### src/rtl/pgwr_pkg.sv
package pgwr_pkg;
   typedef enum logic [1:0] {
      ST_IDLE = 2'd0,
      ST_FILL = 2'd1,
      ST_BUSY = 2'd2
   } pgwr_state_e;
endpackage

### src/rtl/pgwr_ptr.sv
module pgwr_ptr #(
   parameter int ADDR_W = 8,
   parameter int SLOT_W = 3
) (
   input  logic                     clk,
   input  logic                     rst_n,
   input  logic                     load,
   input  logic [ADDR_W-1:0]        load_addr,
   input  logic                     step,
   output logic [ADDR_W-SLOT_W-1:0] page_o,
   output logic [SLOT_W-1:0]        slot_o
);
   always_ff @(posedge clk or negedge rst_n) begin
      if (!rst_n) begin
         page_o <= '0;
         slot_o <= '0;
      end else if (load) begin
         page_o <= load_addr[ADDR_W-1:SLOT_W];
         slot_o <= load_addr[SLOT_W-1:0];
      end else if (step) begin
         slot_o <= slot_o + 1'b1;
      end
   end


   step_wrap_chk: assert property (@(posedge clk) disable iff (!rst_n)
      (step && !load) |=> (page_o == $past(page_o)) &&
                          (slot_o == SLOT_W'($past(slot_o) + 1'b1)));
endmodule

### src/rtl/pgwr_buf.sv
module pgwr_buf #(
   parameter int DATA_W = 8,
   parameter int DEPTH  = 8,
   parameter int SLOT_W = 3
) (
   input  logic              clk,
   input  logic              rst_n,
   input  logic              clear,
   input  logic              wr_en,
   input  logic [SLOT_W-1:0] wr_slot,
   input  logic [DATA_W-1:0] wr_data,
   input  logic [SLOT_W-1:0] rd_slot,
   output logic [DATA_W-1:0] rd_data,
   output logic              rd_valid,
   output logic              any_valid
);
   logic [DATA_W-1:0] mem_q [DEPTH];
   logic [DEPTH-1:0]  vld_q;

   always_ff @(posedge clk or negedge rst_n) begin
      if (!rst_n) begin
         vld_q <= '0;
      end else if (clear) begin
         vld_q <= '0;
      end else if (wr_en) begin
         vld_q[wr_slot] <= 1'b1;
      end
   end

   always_ff @(posedge clk) begin
      if (wr_en && !clear) begin
         mem_q[wr_slot] <= wr_data;
      end
   end

   assign rd_data   = mem_q[rd_slot];
   assign rd_valid  = vld_q[rd_slot];
   assign any_valid = |vld_q;


   clear_empty_chk: assert property (@(posedge clk) disable iff (!rst_n)
      clear |=> !any_valid);
endmodule

### src/rtl/pgwr_timer.sv
module pgwr_timer #(
   parameter int WRITE_CYCLES = 16,
   parameter int CNT_W        = 5
) (
   input  logic             clk,
   input  logic             rst_n,
   input  logic             start,
   output logic             busy,
   output logic             last,
   output logic [CNT_W-1:0] cnt
);
   assign last = busy && (cnt == CNT_W'(WRITE_CYCLES - 1));

   always_ff @(posedge clk or negedge rst_n) begin
      if (!rst_n) begin
         busy <= 1'b0;
         cnt  <= '0;
      end else if (!busy) begin
         busy <= start;
         cnt  <= '0;
      end else if (last) begin
         busy <= 1'b0;
         cnt  <= '0;
      end else begin
         cnt <= cnt + 1'b1;
      end
   end


   busy_rise_chk: assert property (@(posedge clk) disable iff (!rst_n)
      $rose(busy) |-> $past(start));

   cnt_bound_chk: assert property (@(posedge clk) disable iff (!rst_n)
      busy |-> (cnt < CNT_W'(WRITE_CYCLES)));
endmodule

### src/rtl/pgwr_engine.sv
module pgwr_engine #(
   parameter int ADDR_W        = 8,
   parameter int DATA_W        = 8,
   parameter int PAGE_BYTES    = 8,
   parameter int WRITE_CYCLES  = 16,
   parameter bit PROTECT_UPPER = 1'b1
) (
   input  logic              clk,
   input  logic              rst_n,
   input  logic              addr_load,
   input  logic [ADDR_W-1:0] addr_in,
   input  logic              data_valid,
   input  logic [DATA_W-1:0] data_in,
   input  logic              stop,
   input  logic              abort,
   output logic              mem_we,
   output logic [ADDR_W-1:0] mem_addr,
   output logic [DATA_W-1:0] mem_wdata,
   output logic              busy
);
   import pgwr_pkg::*;

   localparam int SLOT_W = $clog2(PAGE_BYTES);
   localparam int PAGE_W = ADDR_W - SLOT_W;
   localparam int CNT_W  = $clog2(WRITE_CYCLES + 1);

   if (PAGE_BYTES < 2 || (1 << SLOT_W) != PAGE_BYTES) begin : g_bad_page
      $error("PAGE_BYTES must be a power of two, at least 2");
   end
   if (ADDR_W <= SLOT_W) begin : g_bad_addr
      $error("ADDR_W must exceed the slot width");
   end
   if (WRITE_CYCLES < PAGE_BYTES) begin : g_bad_time
      $error("WRITE_CYCLES must cover one cycle per page slot");
   end

   pgwr_state_e        state_q;
   logic [PAGE_W-1:0]  page;
   logic [SLOT_W-1:0]  slot;
   logic [CNT_W-1:0]   tcnt;
   logic               t_last, t_start;
   logic               in_fill, do_load, do_data, do_clear;
   logic               any_vld, rd_vld, commit_slot, protect;
   logic [SLOT_W-1:0]  rd_slot;

   assign in_fill  = (state_q == ST_FILL);
   assign do_load  = (state_q != ST_BUSY) && addr_load && !(in_fill && (abort || stop));
   assign do_data  = in_fill && data_valid && !addr_load && !abort && !stop;
   assign t_start  = in_fill && stop && !abort && any_vld;
   assign do_clear = do_load || (in_fill && (abort || (stop && !any_vld))) || t_last;

   always_ff @(posedge clk or negedge rst_n) begin
      if (!rst_n) begin
         state_q <= ST_IDLE;
      end else begin
         unique case (state_q)
            ST_IDLE: if (addr_load) state_q <= ST_FILL;
            ST_FILL: begin
               if (abort)       state_q <= ST_IDLE;
               else if (stop)   state_q <= any_vld ? ST_BUSY : ST_IDLE;
            end
            ST_BUSY: if (t_last) state_q <= ST_IDLE;
            default: state_q <= ST_IDLE;
         endcase
      end
   end

   pgwr_ptr #(.ADDR_W(ADDR_W), .SLOT_W(SLOT_W)) u_ptr (
      .clk(clk), .rst_n(rst_n), .load(do_load), .load_addr(addr_in),
      .step(do_data), .page_o(page), .slot_o(slot)
   );

   pgwr_timer #(.WRITE_CYCLES(WRITE_CYCLES), .CNT_W(CNT_W)) u_timer (
      .clk(clk), .rst_n(rst_n), .start(t_start), .busy(busy),
      .last(t_last), .cnt(tcnt)
   );

   assign rd_slot     = tcnt[SLOT_W-1:0];
   assign commit_slot = busy && (tcnt < CNT_W'(PAGE_BYTES));

   pgwr_buf #(.DATA_W(DATA_W), .DEPTH(PAGE_BYTES), .SLOT_W(SLOT_W)) u_buf (
      .clk(clk), .rst_n(rst_n), .clear(do_clear), .wr_en(do_data),
      .wr_slot(slot), .wr_data(data_in), .rd_slot(rd_slot),
      .rd_data(mem_wdata), .rd_valid(rd_vld), .any_valid(any_vld)
   );

   if (PROTECT_UPPER) begin : g_protect
      assign protect = page[PAGE_W-1];

      no_prot_write_chk: assert property (@(posedge clk) disable iff (!rst_n)
         mem_we |-> !mem_addr[ADDR_W-1]);
   end else begin : g_open
      assign protect = 1'b0;
   end

   assign mem_we   = commit_slot && rd_vld && !protect;
   assign mem_addr = {page, rd_slot};


   we_in_busy_chk: assert property (@(posedge clk) disable iff (!rst_n)
      mem_we |-> busy);

   page_hold_chk: assert property (@(posedge clk) disable iff (!rst_n)
      (busy && $past(busy)) |-> $stable(page));
endmodule

### config.mk
export PLATFORM = sky130hd
export DESIGN_NAME = pgwr_engine
export DESIGN_NICKNAME = d
export VERILOG_FILES = /design/src/rtl/pgwr_pkg.sv /design/src/rtl/pgwr_ptr.sv /design/src/rtl/pgwr_buf.sv /design/src/rtl/pgwr_timer.sv /design/src/rtl/pgwr_engine.sv
export SDC_FILE = /design/constraint.sdc
export NUM_CORES = 1
export LEC_CHECK = 0
export BUFFER_PORTS_ARGS = -buffer_cell sky130_fd_sc_hd__buf_2
export CORE_MARGIN = 8
export CORE_UTILIZATION = 30
export CTS_CLUSTER_SIZE = 12
export DETAILED_ROUTE_END_ITERATION = 8
export GPL_ROUTABILITY_DRIVEN = 0
export HOLD_SLACK_MARGIN = 0.06
export PLACE_DENSITY = 0.57
export SYNTH_ARGS = -nofsm -noshare
export SYNTH_HDL_FRONTEND = slang
export SYNTH_SLANG_ARGS = --single-unit
### constraint.sdc
create_clock -name clk -period 6.45 [get_ports clk]
set_clock_uncertainty 0.15 [all_clocks]
set_input_delay 1.6125 -clock clk [delete_from_list [all_inputs] [get_ports clk]]
set_output_delay 1.6125 -clock clk [all_outputs]
set_load 0.005 [all_outputs]
-- Word-level counts from Yosys, hierarchy flattened
Memories as Yosys holds them, arrays and structs flattened.
Cells that the tools add are included.
W data, S select, Z words.
- add/subtract/negate cells: 2
- magnitude comparators: 4
- equality and inequality tests: 7
- muxes and demuxes: 20
- bitwise operators: 1
- reduce and logical (&&, ||, !) cells: 34
- operator list (operator ; number):
    $logic_and A1 B1 Y1 ; 18
    $mux W8 ; 2
    $mux W2 ; 5
    $mux W5 ; 2
    $lt A3 B4 Y1 const B ; 2
    $or A8 B8 Y8 ; 1
    $reduce_or A8 Y1 ; 1
    $logic_not A1 Y1 ; 7
    $mux W1 ; 6
    $mux W3 ; 2
    $ne A2 B2 Y1 const B ; 3
    $pmux W2 S3 ; 1
    $add A5 B1 Y5 const B ; 1
    $eq A5 B4 Y1 const B ; 1
    $lt A5 B4 Y1 const B ; 1
    $logic_or A1 B1 Y1 ; 4
    $reduce_bool A2 Y1 ; 2
    $add A3 B1 Y3 const B ; 1
    $bmux W1 S3 ; 1
    $demux W1 S3 ; 1
    $ge A3 B1 Y1 const B ; 1
    $ne A3 B3 Y1 const B ; 1
    $reduce_and A3 Y1 ; 1
    $eq A2 B1 Y1 const B ; 1
    other kinds (2) ; 2
- register bits: 24
- bits in writable memories: 64
- input bits: 22
- output and inout port bits: 18
- memories: 1
- memory list (name ; depth ; width ; read ports ; clocked after Yosys merged registers in ; write ports ; line ; source):
    u_buf.mem_q ; 8 ; 8 ; 1 ; 0 ; 1 ; pgwr_buf.sv:17 ; logic [DATA_W-1:0] mem_q [DEPTH];

-- Logic depth before layout (Yosys ltp)
Gate-level depths: netlist of run 1.
- depth after elaboration: 11
- gate-level depth with buffers: 6
- depth with buffers taken out: 5

-- By module
Synthesis of run 1 repeated with hierarchy kept, for this count alone.
- cells, all modules: 204
- area total of the unflattened synthesis: 3686.0 um^2
- by module, submodules not included (module ; instances ; cells each ; area each (um^2) ; sequential area each (um^2)):
    pgwr_buf ; 1 ; 140 ; 2920.3 ; 2122.0
    pgwr_ptr ; 1 ; 25 ; 345.3 ; 200.2
    pgwr_timer ; 1 ; 22 ; 252.7 ; 150.1
    pgwr_engine ; 1 ; 17 ; 167.7 ; 50.0

-- Worst setup path after synthesis of run 1
No wires, ideal clock.
- path kind: in2reg
- start: in abort
- end: mem u_buf.mem_q[1][0] (enable)
- setup time: 0.395 ns
- arrival time: 2.958 ns
- setup slack: 2.947 ns
- stages: 4
- buffers on the path: 0
- cells stage by stage: nor2_2 o211ai_4 o311ai_4 nor4_1
- cells in the longest elaborated chain, start to end: 10
- elaborated cells on any way between the ends: 15
- ends and longest elaborated chain (element ; line ; source):
    from (decl) ; pgwr_engine.sv:15 ; input logic abort,
    $logic_or A1 B1 Y1 ; pgwr_engine.sv:47 ; assign do_load = (state_q != ST_BUSY) && addr_load && !(in_fill && (abort || stop));
    $logic_and A1 B1 Y1 ; pgwr_engine.sv:47 ;
    $logic_not A1 Y1 ; pgwr_engine.sv:47 ;
    $logic_and A1 B1 Y1 ; pgwr_engine.sv:47 ;
    $logic_or A1 B1 Y1 (2 in series) ; pgwr_engine.sv:50 ; assign do_clear = do_load || (in_fill && (abort || (stop && !any_vld))) || t_last;
    $logic_not A1 Y1 ; pgwr_buf.sv:31 ; if (wr_en && !clear) begin
    $logic_and A1 B1 Y1 (*) ; pgwr_buf.sv:31 ;
    $mux W1 (*) ; pgwr_buf.sv:31 ;
    $mux W1 (implied by the code) (*) ; pgwr_buf.sv:32 ; mem_q[wr_slot] <= wr_data;
    to (decl) ; pgwr_buf.sv:17 ;
Mark *: on every way between the ends. The rest lies on a longest branch, timed or not.

-- Worst setup path in the final report of run 1
- start: reg u_timer.cnt[0]
- end: out mem_wdata[4]
- cells in the longest elaborated chain, start to end: 1
- ends and longest elaborated chain (element ; line ; source):
    from (decl) ; pgwr_timer.sv:10 ; output logic [CNT_W-1:0] cnt
    from (signal assigned) ; pgwr_timer.sv:25 ; cnt <= cnt + 1'b1;
    $mem_v2 Z8 W8 ; n/a ;
    to (decl) ; pgwr_engine.sv:18 ; output logic [DATA_W-1:0] mem_wdata,
Every way passes these cells.

==> impl_metrics.csv, run 1 <==
group,metric,value,unit
yosys,synth_area_leaders,"edfxtp_1, dfrtp_1, mux4_2",
sta,finalSetupViolCount,0,
yosys,synth_top_cell_by_area,"edfxtp_1",
sta,setup-tns-final,0,ns
min_path,hold_depth,1,
clock_network,cts_sinks,88,
die,die_w,128,um
yosys,synthesis.area,3730,um2
layout,syn_to_final_growth,16.8,%
sta,fin_crit,4.16,ns
die,fp.dieArea,16300,um2
yosys,yosys.area.top_type_share,51.5,%
sta,max_freq,240,MHz
yosys,synth-edff-count,64,
die,die_y,128,um
die,io_pins,40,
yosys,ys_seq_area_share,67.6,%
clock_network,ctsLongestPathBuffers,2,
critical_path,r2r-start,"u_timer.cnt[1]",
route,via_per_inst,4.54,
layout,final_cell_mix,"edfxtp_1, buf_2, dfrtp_1, mux4_2, mux2_2",
layout,layout_commonest_cell,"edfxtp_1",
route,dr.pass1.iters,4,
sta,maxSlewViolCount,0,
sta,rsz0062_at_grt,"false",
critical_path,cp.arrival,2.40,ns
clock_network,cts_tree,"built",
yosys,synthArstFlopShare,27.3,%
clock_network,post-cts-setup-buffers,0,
critical_path,critical_path_required,4.69,ns
global_route,antenna_found_initial,1,
route,ant_nets,0,
power_and_ir_drop,ir_drop,0.120,mV
global_route,grt_pass1_vias,2061,
clock_network,htreeDepth,3,
place,hpwl,5140,um
critical_path,worstSetupEndpointType,"output port",
place,io_buffer_count,39,
min_path,hold_path_end,"u_ptr.page_o[1]",
yosys,yosysUniqueCellTypes,40,
route,wl_per_cell,17.4,um
yosys,syn_avg_cell_area,18.0,um2
die,core-area,12100,um2
yosys,synth_nets,231,
critical_path,path_max_fanout,13,
route,vias,1913,
min_path,worstHoldStart,"u_ptr.page_o[1]",
min_path,hold_class,"flip-flop to flip-flop",
power_and_ir_drop,p_per_area,281,nW/um2
sta,finalCritPeriodShare,64.5,%
global_route,grt_max_degree,25,
sta,hold_viol,0,
global_route,grt_pass1_wl,11600,um
route,routed_wl,7340,um
die,core.rowCount,40,
clock_network,cts_root_buf,"clkbuf_16",
route,drt_iter0_drc,125,
global_route,gr-total-overflow,0,
yosys,ys_seq_elements,88,
layout,instances_no_fill,421,
clock_network,cts_made_buffers,9,
route,post-route-drc-count,0,
yosys,synth-main-ff-cell,"edfxtp_1",
power_and_ir_drop,leakage,1.52,nW
clock_network,clk_latency,0.33,ns
clock_network,post_cts_resized,0,
layout,drive_above_1_share,44.3,%
critical_path,setup.worst_path.start_class,"flip-flop",
flow_run,drv_cap,0,
clock_network,hold_buffers,0,
run_status,status,"finished, final reports clean",
critical_path,r2r_slack,3.10,ns
layout,antenna_cells,0,
sta,max_slew.worst_pin.slew,1.25,ns
place,dp_cells,405,
sta,slew-limit-headroom,16.4,%
critical_path,r2r_cells,5,
yosys,synthCells,207,
layout,final_nets,272,
critical_path,critPathKind,"flip-flop to output port",
yosys,ys_warn_count,0,
global_route,grt_use_total,9.48,%
die,initial_core_util,30.9,%
sta,holdWs,0.351,ns
clock_network,clkSlewWorstSetupHoldPaths,0.06,ns
critical_path,rr_endpoint,"u_buf.mem_q[4][4]",
[metrics by stage]
step           utilization [%]  setup WS (ns)  area, um2  power, mW
6_report                  36.1           2.29       4360       1.22
5_1_grt                   36.1           2.12       4360       1.27
4_1_cts                   36.1           2.22       4360       1.24
3_5_place_dp              33.9           2.13       4090      0.767
3_3_place_gp              33.9           2.19       4090      0.766
2_1_floorplan                -           2.95       3730      0.723
[Yosys cell counts (2+ instances only)]
library cell	instances
a21oi_1	2
and2_1	2
buf_2	4
buf_4	4
dfrtp_1	24
edfxtp_1	64
ha_1	2
inv_1	4
mux2_2	13
mux2i_1	2
mux4_2	17
nand2_1	4
nand2b_1	4
nand3_1	6
nor2_1	8
nor2_2	8
nor3_1	5
nor4_1	2
nor4_4	2
o211ai_1	2
o21ai_0	3
o21ba_2	5
xor2_1	3
[worst max-delay path, cell delays in order, from the launching register on]
cell and delay, ns:
dfrtp_1 0.71, buf_4 0.36, mux4_2 0.58, mux2_2 0.28, buf_2 0.13
[power by group]
part	total, mW	internal [mW]	switching [mW]
Combinational	0.111	0.0560	0.0552
Clock	0.472	0.260	0.212
Sequential	0.641	0.621	0.0203
[state kept, by name, summed over array words and instances, names as in the netlist]
register and count:
u_ptr.page_o 5, u_timer.busy 1, u_timer.cnt 5, u_buf.mem_q 64, u_ptr.slot_o 3, state_q 2, u_buf.vld_q 8
[worst max path at each step]
stage / start / end / slack [ns]
after floorplan: abort / u_buf.mem_q[1][0] / 2.95
after CTS: u_timer.cnt[0] / mem_wdata[4] / 2.22
after global routing: u_timer.cnt[0] / mem_wdata[4] / 2.12
after global placement: abort / u_buf.mem_q[4][5] / 2.19
after detailed placement: abort / u_buf.mem_q[4][5] / 2.13
final: u_timer.cnt[0] / mem_wdata[4] / 2.29
[cell families (layout without fill, tap and decap cells)]
kind of cell	Yosys count	in the layout	share of synthesized area (%)
simple gates	50	50	9.12
compound gates	17	17	4.33
xor+xnor	3	3	0.704
flops	88	88	67.6
buf+inv	14	60	2.15
fa+ha+maj	2	2	0.671
mux	33	33	15.4
[cell type report]
cell class | count | area (um2)
multi-input cells | 105 | 1130
clock buffers | 9 | 225
clock inverters | 7 | 46.3
inverters | 4 | 15.0
flip-flops and latches | 88 | 2520
fillers | 1135 | 7700
well taps | 168 | 210
repair buffers | 40 | 203
[routing by layer]
layer | share of wire, % | up-vias | track usage [%]
li1 | - | 889 | -
met1 | 45 | 976 | 12.2
met2 | 48 | 34 | 14.7
met3 | 4.6 | 12 | 1.87
met4 | 1.9 | 2 | 5.25
met5 | 0.11 | - | 0
Note: power is estimated with default switching activity, not from simulation.
==> run 2: changes to the inputs <==
--- a/config.mk
+++ b/config.mk
@@ -12,7 +12,7 @@
 export DETAILED_ROUTE_END_ITERATION = 8
 export GPL_ROUTABILITY_DRIVEN = 0
 export HOLD_SLACK_MARGIN = 0.06
-export PLACE_DENSITY = 0.57
+export PLACE_DENSITY = 0.59
 export SYNTH_ARGS = -nofsm -noshare
 export SYNTH_HDL_FRONTEND = slang
 export SYNTH_SLANG_ARGS = --single-unit
==> constraint.sdc (replaced) <==
create_clock -name clk -period 3.5 [get_ports clk]
set_clock_uncertainty 0.15 [all_clocks]
set_input_delay 0.875 -clock clk [delete_from_list [all_inputs] [get_ports clk]]
set_output_delay 0.875 -clock clk [all_outputs]
set_load 0.005 [all_outputs]
==> impl_metrics.csv, run 2 (synthesis results as in run 1) <==
group,metric,value,unit
place,io_buffer_count,39,
critical_path,critical_path_required,2.47,ns
layout,syn_to_final_growth,19.2,%
sta,max_slew.worst_pin.slew,0.842,ns
sta,finalSetupViolCount,0,
sta,rsz0062_at_grt,"false",
critical_path,crit_buf_inv,2,
die,initial_core_util,30.9,%
die,fp.dieArea,16300,um2
route,post-route-drc-count,0,
global_route,antenna_found_initial,0,
critical_path,cp.arrival,2.01,ns
clock_network,post_cts_resized,0,
sta,hold_viol,0,
clock_network,cts_root_buf,"clkbuf_16",
critical_path,rr_endpoint,"u_buf.mem_q[4][5]",
route,dr.pass1.iters,4,
layout,drive_above_1_share,46.6,%
sta,fin_crit,3.04,ns
critical_path,path_delay_family,"flip-flops",
critical_path,crit_slowest_cell,"dfrtp_1",
global_route,grt_max_degree,25,
critical_path,critPathKind,"flip-flop to output port",
layout,final_nets,283,
sta,finalCritPeriodShare,86.8,%
clock_network,cts_made_buffers,9,
power_and_ir_drop,combPwrFrac,9.3,%
power_and_ir_drop,ir_drop,0.186,mV
min_path,hold_class,"flip-flop to flip-flop",
global_route,grt_use_total,9.32,%
global_route,grt_pass1_vias,2122,
place,hpwl,5050,um
place,placed_area,4170,um2
sta,slew-limit-headroom,43.8,%
layout,final_area,4450,um2
clock_network,hold_buffers,0,
layout,largestRegisters,"u_buf.mem_q: 64 flops, u_buf.vld_q: 8 flops",
clock_network,ctsLongestPathBuffers,2,
critical_path,worstSetupEndpointType,"output port",
critical_path,r2r_cells,7,
critical_path,setup.worst_path.start_class,"flip-flop",
clock_network,post-cts-setup-buffers,0,
critical_path,r2r-start,"u_timer.cnt[1]",
route,ant_nets,0,
clock_network,clk_latency,0.34,ns
power_and_ir_drop,p_int,1.74,mW
die,die_w,128,um
layout,largest_reg_flops,64,
global_route,grt_pass1_wl,11600,um
route,vias,1956,
critical_path,crit_chain,"buf_4, mux4_2, mux2_2, buf_2",
flow_run,drv_cap,0,
power_and_ir_drop,swShare,23.8,%
power_and_ir_drop,pwr-share-seq,51.2,%
min_path,hold_depth,1,
sta,max_freq,329,MHz
power_and_ir_drop,p_sw,0.544,mW
critical_path,path_max_fanout,13,
clock_network,cts_tree,"built",
die,die_y,128,um
sta,maxSlewViolCount,0,
layout,final_cell_mix,"edfxtp_1, buf_2, dfrtp_1, mux4_2, mux2_2",
min_path,worstHoldStart,"u_ptr.page_o[2]",
clock_network,clkSlewWorstSetupHoldPaths,0.07,ns
die,core.rowCount,40,
global_route,gr-total-overflow,0,
critical_path,max_stage_delay,0.63,ns
power_and_ir_drop,leakage,1.59,nW
power_and_ir_drop,p_clk_share,39.4,%
layout,antenna_cells,0,
route,via_per_inst,4.53,
min_path,hold_path_end,"u_ptr.page_o[2]",
die,core-area,12100,um2
die,io_pins,40,
layout,regMostFlops,"u_buf.mem_q",
run_status,status,"finished, final reports clean",
route,wl_per_cell,16.8,um
clock_network,htreeDepth,3,
critical_path,r2r_slack,0.81,ns
sta,setup-tns-final,0,ns
route,drt_iter0_drc,137,
layout,layout_commonest_cell,"edfxtp_1",
clock_network,cts_sinks,88,
power_and_ir_drop,p_per_area,514,nW/um2
route,routed_wl,7280,um
-- run 2: stage by stage --
stage          setup slack (ns)  utilization, %  instances  hold WS (ns)  power, mW
6_report                  0.461            36.9        432         0.363       2.29
5_1_grt                   0.350            36.9        432         0.379       2.37
4_1_cts                   0.405            36.9        432         0.370       2.32
3_5_place_dp              0.640            34.6        416         0.353       1.41
3_3_place_gp              0.663            34.6        416         0.335       1.41
2_1_floorplan             0.735               -        207         0.338       1.33
-- run 2: layout make-up --
| class | instances | area, um2 |
|---|---|---|
| tap | 168 | 210 |
| clock buffer | 10 | 229 |
| sequential | 88 | 2520 |
| clock inverter | 6 | 50.0 |
| timing repair buffer | 51 | 285 |
| fill | 1142 | 7610 |
| inverter | 4 | 15.0 |
| multi-input combinational | 105 | 1130 |
-- run 2: how the worst max path moves through the flow --
stage,slack [ns],to,startpoint,cells past startpoint
after floorplan,0.73,u_buf.mem_q[1][0],abort,4
after global placement,0.66,u_buf.mem_q[2][0],abort,6
after detailed placement,0.64,u_buf.mem_q[1][0],abort,6
after CTS,0.41,mem_wdata[6],u_timer.cnt[1],4
after global routing,0.35,mem_wdata[6],u_timer.cnt[1],4
final,0.46,mem_wdata[0],u_timer.cnt[1],4
-- run 2: power groups by stage --
stage | clock network, mW | registers, mW | logic, mW
floorplan | 0 | 1.19 | 0.144
global placement | 0 | 1.19 | 0.218
detailed placement | 0 | 1.19 | 0.221
CTS | 0.923 | 1.17 | 0.221
global route | 0.962 | 1.18 | 0.238
finish | 0.902 | 1.17 | 0.213
-- run 2: routing by layer --
metal / vias up / GRT usage [%] / wire length [um]
li1: 915 / - / -
met1: 1004 / 11.3 / 3250
met2: 30 / 15.5 / 3690
met3: 7 / 2.33 / 242
met4: 0 / 3.99 / 89
met5: - / 0 / 0
==> run 3: changes to the inputs <==
--- a/config.mk
+++ b/config.mk
@@ -8,11 +8,10 @@
 export BUFFER_PORTS_ARGS = -buffer_cell sky130_fd_sc_hd__buf_2
 export CORE_MARGIN = 8
 export CORE_UTILIZATION = 30
-export CTS_CLUSTER_SIZE = 12
 export DETAILED_ROUTE_END_ITERATION = 8
 export GPL_ROUTABILITY_DRIVEN = 0
 export HOLD_SLACK_MARGIN = 0.06
-export PLACE_DENSITY = 0.59
+export PLACE_DENSITY = 0.57
 export SYNTH_ARGS = -nofsm -noshare
 export SYNTH_HDL_FRONTEND = slang
 export SYNTH_SLANG_ARGS = --single-unit
==> impl_metrics.csv, run 3 (synthesis results as in run 1) <==
group,metric,value,unit
clock_network,hold_buffers,0,
global_route,grt_max_degree,25,
global_route,grt_pass1_wl,11800,um
critical_path,path_max_fanout,13,
layout,instances_no_fill,432,
global_route,antenna_found_initial,0,
critical_path,crit_buf_inv,2,
layout,final_nets,283,
sta,max_freq,341,MHz
sta,rsz0062_at_grt,"false",
layout,largest_reg_flops,64,
layout,drive_above_1_share,47.0,%
layout,layout_commonest_cell,"edfxtp_1",
die,die_w,128,um
die,io_pins,40,
route,wl_per_cell,17.1,um
clock_network,htreeDepth,3,
sta,fin_crit,2.93,ns
global_route,grt_pass1_vias,2099,
critical_path,max_stage_delay,0.57,ns
sta,finalCritPeriodShare,83.8,%
clock_network,post_cts_resized,0,
power_and_ir_drop,leakage,1.61,nW
sta,holdWs,0.350,ns
clock_network,clkSlewWorstSetupHoldPaths,0.07,ns
clock_network,cts_sinks,88,
die,die_y,128,um
route,post-route-drc-count,0,
die,core.rowCount,40,
clock_network,cts_tree,"built",
critical_path,cp.arrival,1.91,ns
critical_path,worstSetupEndpointType,"output port",
place,io_buffer_count,39,
critical_path,critPathKind,"flip-flop to output port",
place,hpwl,5280,um
die,initial_core_util,30.9,%
global_route,gr-total-overflow,0,
layout,syn_to_final_growth,20.7,%
run_status,status,"finished, final reports clean",
clock_network,clk_latency,0.33,ns
route,drt_iter0_drc,137,
critical_path,path_delay_family,"multiplexers",
sta,slew-limit-headroom,41.8,%
layout,largestRegisters,"u_buf.mem_q: 64 flops, u_buf.vld_q: 8 flops",
critical_path,crit_chain,"buf_4, mux4_2, mux2_2, buf_2",
critical_path,r2r-start,"u_timer.cnt[0]",
critical_path,critical_path_required,2.47,ns
clock_network,cts_made_buffers,9,
place,dp_cells,416,
min_path,hold_class,"flip-flop to flip-flop",
die,core-area,12100,um2
min_path,worstHoldStart,"u_ptr.page_o[0]",
route,vias,1979,
critical_path,setup.worst_path.start_class,"flip-flop",
clock_network,cts_root_buf,"clkbuf_16",
route,ant_nets,0,
critical_path,crit_slowest_cell,"mux4_2",
critical_path,crit_start,"u_timer.cnt[0]",
flow_run,drv_cap,0,
route,dr.pass1.iters,4,
sta,setup-tns-final,0,ns
die,fp.dieArea,16300,um2
layout,final_cell_mix,"edfxtp_1, buf_2, dfrtp_1, mux4_2, mux2_2",
route,via_per_inst,4.58,
power_and_ir_drop,p_per_area,544,nW/um2
clock_network,post-cts-setup-buffers,0,
sta,max_slew.worst_pin.slew,0.872,ns
power_and_ir_drop,ir_drop,0.266,mV
sta,maxSlewViolCount,0,
global_route,grt_use_total,9.45,%
layout,antenna_cells,0,
route,routed_wl,7390,um
layout,regMostFlops,"u_buf.mem_q",
clock_network,ctsLongestPathBuffers,2,
sta,finalSetupViolCount,0,
sta,hold_viol,0,
## run 3: cell count changes in the layout (fill, tap and decap cells not counted), sizes merged
cell    previous run  this run
bufinv             0         2
clkbuf            10         9
clkinv             2         0
inv                7         8
## run 3: worst paths after layout
kind | to | slack (ns) | cells after the start
max | mem_wdata[4] | 0.57 | 4
min | u_ptr.page_o[0] | 0.35 | 1
max reg2reg | u_buf.mem_q[1][5] | 1.11 | 7
min reg2reg | u_ptr.page_o[0] | 0.35 | 1
max in group asynchronous | u_buf.vld_q[2] | 2.44 | 1
min in group asynchronous | u_timer.cnt[2] | 0.38 | 1
## run 3: through the flow
stage                     area (um2)  total power [mW]  setup WS (ns)  util [%]
after floorplan                 3730              1.33          0.735         -
after global placement          4170              1.41          0.683      34.6
after detailed placement        4170              1.42          0.645      34.6
after CTS                       4500              2.48          0.542      37.3
after global routing            4500              2.53          0.480      37.3
final                           4500              2.45          0.566      37.3
## run 3: layer usage
layer	wire length (um)	share of wire (%)	track usage (%)
met4	102	1.4	4.20
met3	264	3.6	2.25
met2	3630	49	15.0
met5	0	0	0
met1	3390	46	12.0
## run 3: area by class of cell
type                       instances  area (um2)
clock buffer                       9         225
clock inverter                     7         110
fill                            1123        7560
inverter                           4        15.0
multi-input combinational        105        1130
sequential                        88        2520
tap                              168         210
timing repair buffer              51         285
## run 3: power by group
part	internal [mW]	total [mW]	switching [mW]
clock network	0.643	1.06	0.416
registers	1.14	1.17	0.0268
logic	0.107	0.218	0.111
